[src/rtl/sdram_pre_sched.sv]
module sdram_pre_sched #(
  parameter int CNT_W = 8
) (
  input  logic             clk,
  input  logic             rst,
  input  logic             act,
  input  logic             rd,
  input  logic             wr,
  input  logic             pre_req,
  input  logic [1:0]       cfg_cl,
  input  logic [1:0]       cfg_bl,
  input  logic [CNT_W-1:0] cfg_tras,
  input  logic [CNT_W-1:0] cfg_trp,
  input  logic [CNT_W-1:0] cfg_tdpl,
  output logic             pre_ok,
  output logic             pre_cmd,
  output logic             bank_idle,
  output logic             row_open
);
  localparam int DW = CNT_W + 2;

  typedef enum logic [1:0] {S_IDLE, S_OPEN, S_PRE} st_t;

  st_t              st;
  logic [CNT_W-1:0] ras_cnt, rp_cnt;
  logic [DW-1:0]    bst_cnt;
  logic             pend;

  logic [DW-1:0] bl_w, cl_w, lead_w, rd_gap, wr_gap, gap, gap_ld;

  assign bl_w   = DW'(4'd1 << cfg_bl);
  assign cl_w   = (cfg_cl == 2'd2) ? DW'(2) : DW'(3);
  assign lead_w = cl_w - DW'(1);
  assign rd_gap = cl_w + bl_w - DW'(1) - lead_w;
  assign wr_gap = bl_w - DW'(1) + DW'(cfg_tdpl);
  assign gap    = wr ? wr_gap : rd_gap;
  assign gap_ld = (gap == '0) ? '0 : gap - DW'(1);

  assign row_open  = (st == S_OPEN);
  assign bank_idle = (st == S_IDLE) || (st == S_PRE && rp_cnt == '0);
  assign pre_ok    = row_open && ras_cnt == '0 && bst_cnt == '0;
  assign pre_cmd   = pre_ok && (pre_req || pend) && !rd && !wr;

  always_ff @(posedge clk) begin
    if (rst) begin
      st      <= S_IDLE;
      ras_cnt <= '0;
      rp_cnt  <= '0;
      bst_cnt <= '0;
      pend    <= 1'b0;
    end else begin
      if (bank_idle) begin
        if (act) begin
          st      <= S_OPEN;
          ras_cnt <= (cfg_tras == '0) ? '0 : cfg_tras - 1'b1;
          bst_cnt <= '0;
          pend    <= 1'b0;
        end else begin
          st <= S_IDLE;
        end
      end else if (st == S_PRE) begin
        rp_cnt <= rp_cnt - 1'b1;
      end else if (st == S_OPEN) begin
        if (ras_cnt != '0) ras_cnt <= ras_cnt - 1'b1;
        if (pre_cmd) begin
          st     <= S_PRE;
          rp_cnt <= (cfg_trp == '0) ? '0 : cfg_trp - 1'b1;
          pend   <= 1'b0;
        end else begin
          if (rd || wr)           bst_cnt <= gap_ld;
          else if (bst_cnt != '0) bst_cnt <= bst_cnt - 1'b1;
          if (pre_req) pend <= 1'b1;
        end
      end
    end
  end
endmodule

[config.mk]
export PLATFORM = sky130hd
export DESIGN_NAME = sdram_pre_sched
export DESIGN_NICKNAME = d
export VERILOG_FILES = /design/src/rtl/sdram_pre_sched.sv
export SDC_FILE = /design/constraint.sdc
export NUM_CORES = 1
export LEC_CHECK = 0
export BUFFER_PORTS_ARGS = -buffer_cell sky130_fd_sc_hd__buf_2
export CAP_MARGIN = 20
export CORE_ASPECT_RATIO = 0.6
export CORE_MARGIN = 3
export CORE_UTILIZATION = 53
export CTS_CLUSTER_SIZE = 25
export DETAILED_ROUTE_END_ITERATION = 8
export PLACE_DENSITY_LB_ADDON = 0.05
export SLEW_MARGIN = 15
export SYNTH_ARGS = -nofsm -noshare
export SYNTH_HDL_FRONTEND = slang
export SYNTH_SLANG_ARGS = --single-unit
[constraint.sdc]
create_clock -name clk -period 3.5 [get_ports clk]
set_clock_uncertainty 0.05 [all_clocks]
set_input_delay 0.7 -clock clk [delete_from_list [all_inputs] [get_ports clk]]
set_output_delay 0.7 -clock clk [all_outputs]
set_load 0.1 [all_outputs]
==> results.sh <==
export IMPL_critPathCaptureType="output port"
export IMPL_cts_clk_slew_worst_paths_ns=0.06
export IMPL_postCtsHoldBufs=0
export IMPL_dp_slack_ns=-0.333
export IMPL_relSlewSlack=0.461
export IMPL_syn_cell_area_mm2=0.00292
export IMPL_nets=515
export IMPL_cts_made_buffers=5
export IMPL_post_route_util=0.667
export IMPL_setup_viol=0
export IMPL_final_hold_viol_count=0
export IMPL_die_y_um=63.5
export IMPL_synth_flop_cell="dfxtp_1"
export IMPL_final_common_cell="nor2_1"
export IMPL_synth_nets=455
export IMPL_wire_per_inst_um=15.3
export IMPL_max_cap_viol_count=0
export IMPL_fin_setup_tns_ns=0
export IMPL_ys_ff_latch=29
export IMPL_gp_congestion=0.951
export IMPL_syn_inst=395
export IMPL_crit_required_ns=2.75
export IMPL_ys_seq_area_frac=0.199
export IMPL_hpwl_mm=6.23
export IMPL_leakagePower_nw=1.47
export IMPL_synth_warnings=0
export IMPL_wl_mm=7.95
export IMPL_drive_gt1_frac=0.213
export IMPL_worstReg2RegStart="bst_cnt[0]"
export IMPL_drt_pass1_iterations=5
export IMPL_cts_tree="yes"
export IMPL_critical_path_startpoint="bst_cnt[0]"
export IMPL_irDropWorstVdd_uv=150
export IMPL_worst_slew_pin_slew_ns=0.798
export IMPL_via_per_inst=5.97
export IMPL_seq_area_um2=581
export IMPL_max_freq_ghz=0.295
export IMPL_cts_buffer_depth=2
export IMPL_vias=3112
export IMPL_synth_edf_count=0
export IMPL_grt_max_degree=27
export IMPL_grt_util_all_layers=0.256
export IMPL_hold_start="ras_cnt[4]"
export IMPL_synthTopCellsByArea="dfxtp_1, ha_1, nor2_1"
export IMPL_core_area_mm2=0.00518
export IMPL_cp_arrival_ns=2.64
export IMPL_critPathLaunchType="register"
export IMPL_holdWs_ns=0.473
export IMPL_cts_sinks=29
export IMPL_multiInputGateArea_mm2=0.00218
export IMPL_die_area_mm2=0.00647
export IMPL_fin_ws_ns=0.106
export IMPL_area_delta_synth_final_pct=18.2
export IMPL_synth_cell_types=63
export IMPL_async_flop_share=0
export IMPL_grt_pass1_vias=2724
export IMPL_die_w_um=102
export IMPL_start_util=0.564
export IMPL_worstSetupPathType="register to output port"
export IMPL_clock_latency_ns=0.28
export IMPL_synth_top_area_cell="dfxtp_1"
export IMPL_syn_avg_cell_area_um2=7.40
export IMPL_slew_violations=0
export IMPL_rows=20
export IMPL_clock_root_buffer="clkbuf_8"
export IMPL_antenna_left=0
export IMPL_synth_top_area_share=0.199
export IMPL_grt_pass1_wl_mm=13.4
export IMPL_htree_levels=2
export IMPL_period_needed_ns=3.39
export IMPL_io_pins=38
export IMPL_hold_path_class="register to register"
export IMPL_n_antenna_cell=0
export IMPL_drc_errors=0
export IMPL_power_density_mw_per_mm2=307
export IMPL_drt_iter0_drc=211
export IMPL_numPortBuffers=37
export IMPL_status="finished clean"
export IMPL_critPathMaxFanout=4
export IMPL_layout_cells_most_common_list="nor2_1, buf_2, inv_1"
export IMPL_antenna_found_initial=0
export IMPL_grt_overflow=0
export IMPL_fill_cells=460
export IMPL_min_period_over_period=0.970
stage by stage:
stage               power, mW  instance area [um^2]  std cells
floorplan               0.629                  2930        395
global placement        0.756                  3320        513
detailed placement      0.758                  3320        513
CTS                      1.04                  3410        520
global route             1.13                  3460        521
finish                   1.06                  3460        521
routing by layer:
metal	track usage	part of all wire	up-vias	routed length (um)
met5	0	0	-	0
met2	0.336	0.38	128	3050
met4	0.0393	0.0045	0	36
met1	0.410	0.52	1423	4140
li1	-	-	1553	-
met3	0.0719	0.092	8	733
report_power, final:
part | internal [mW] | switching (mW) | total, mW
registers | 0.341 | 0.0107 | 0.352
clock network | 0.156 | 0.125 | 0.281
logic | 0.185 | 0.244 | 0.429
worst max-delay path, cell delays in order (launching register included):
cell	delay, ns
dfxtp_1	0.33
inv_1	0.08
ha_1	0.24
nor3b_1	0.46
or4b_4	0.58
nor3_4	0.29
clkbuf_4	0.39
path summary, 6_finish.rpt:
kind	to	slack, ns	cells after the start
worst max-delay path	pre_cmd	0.11	6
worst min-delay path	ras_cnt[4]	0.47	2
worst max register to register	rp_cnt[2]	0.68	9
worst min register to register	ras_cnt[4]	0.47	2
sequential cells by signal, summed over array words and instances (netlist names):
register  flops
st            2
pend          1
ras_cnt       8
rp_cnt        8
bst_cnt      10
cells by family (layout without fill, tap and decap cells):
family	count (synthesis)	count (layout)	share of synthesized area
AO/OA/AOI/OAI	113	113	0.259
XOR/XNOR	22	22	0.0659
adder cells (fa/ha/maj)	26	26	0.114
buffers and inverters	46	106	0.0728
flip-flops	29	29	0.199
multiplexers	3	3	0.0103
AND/OR/NAND/NOR	156	156	0.280
repair_timing:
| item | in CTS | in global routing |
|---|---|---|
| pin swaps | 1 | 6 |
| endpoints found under the setup margin | 5 | 10 |
| buffers inserted | 0 | 1 |
| gates resized for setup | 2 | 9 |
synth_stat cells (5+ instances only):
cell type and count:
clkbuf_1 8, o22ai_1 9, nand2b_1 8, nand3_1 14, o221ai_1 5, dfxtp_1 29, nor3b_1 9, xor2_1 9
nor2_1 48, ha_1 25, nor4_1 5, nor3_1 15, a22oi_1 8, o31ai_1 5, o21ai_0 26, a211oi_1 6
inv_1 34, xnor2_1 13, a21oi_1 26, nand2_1 29
layout make-up:
class | count | area share
sequential | 29 | 0.168
multi-input combinational | 320 | 0.631
clock buffer | 7 | 0.0250
timing repair buffer | 65 | 0.115
inverter | 34 | 0.0369
tap | 66 | 0.0239
No activity file was read; power rests on OpenSTA's default activity.
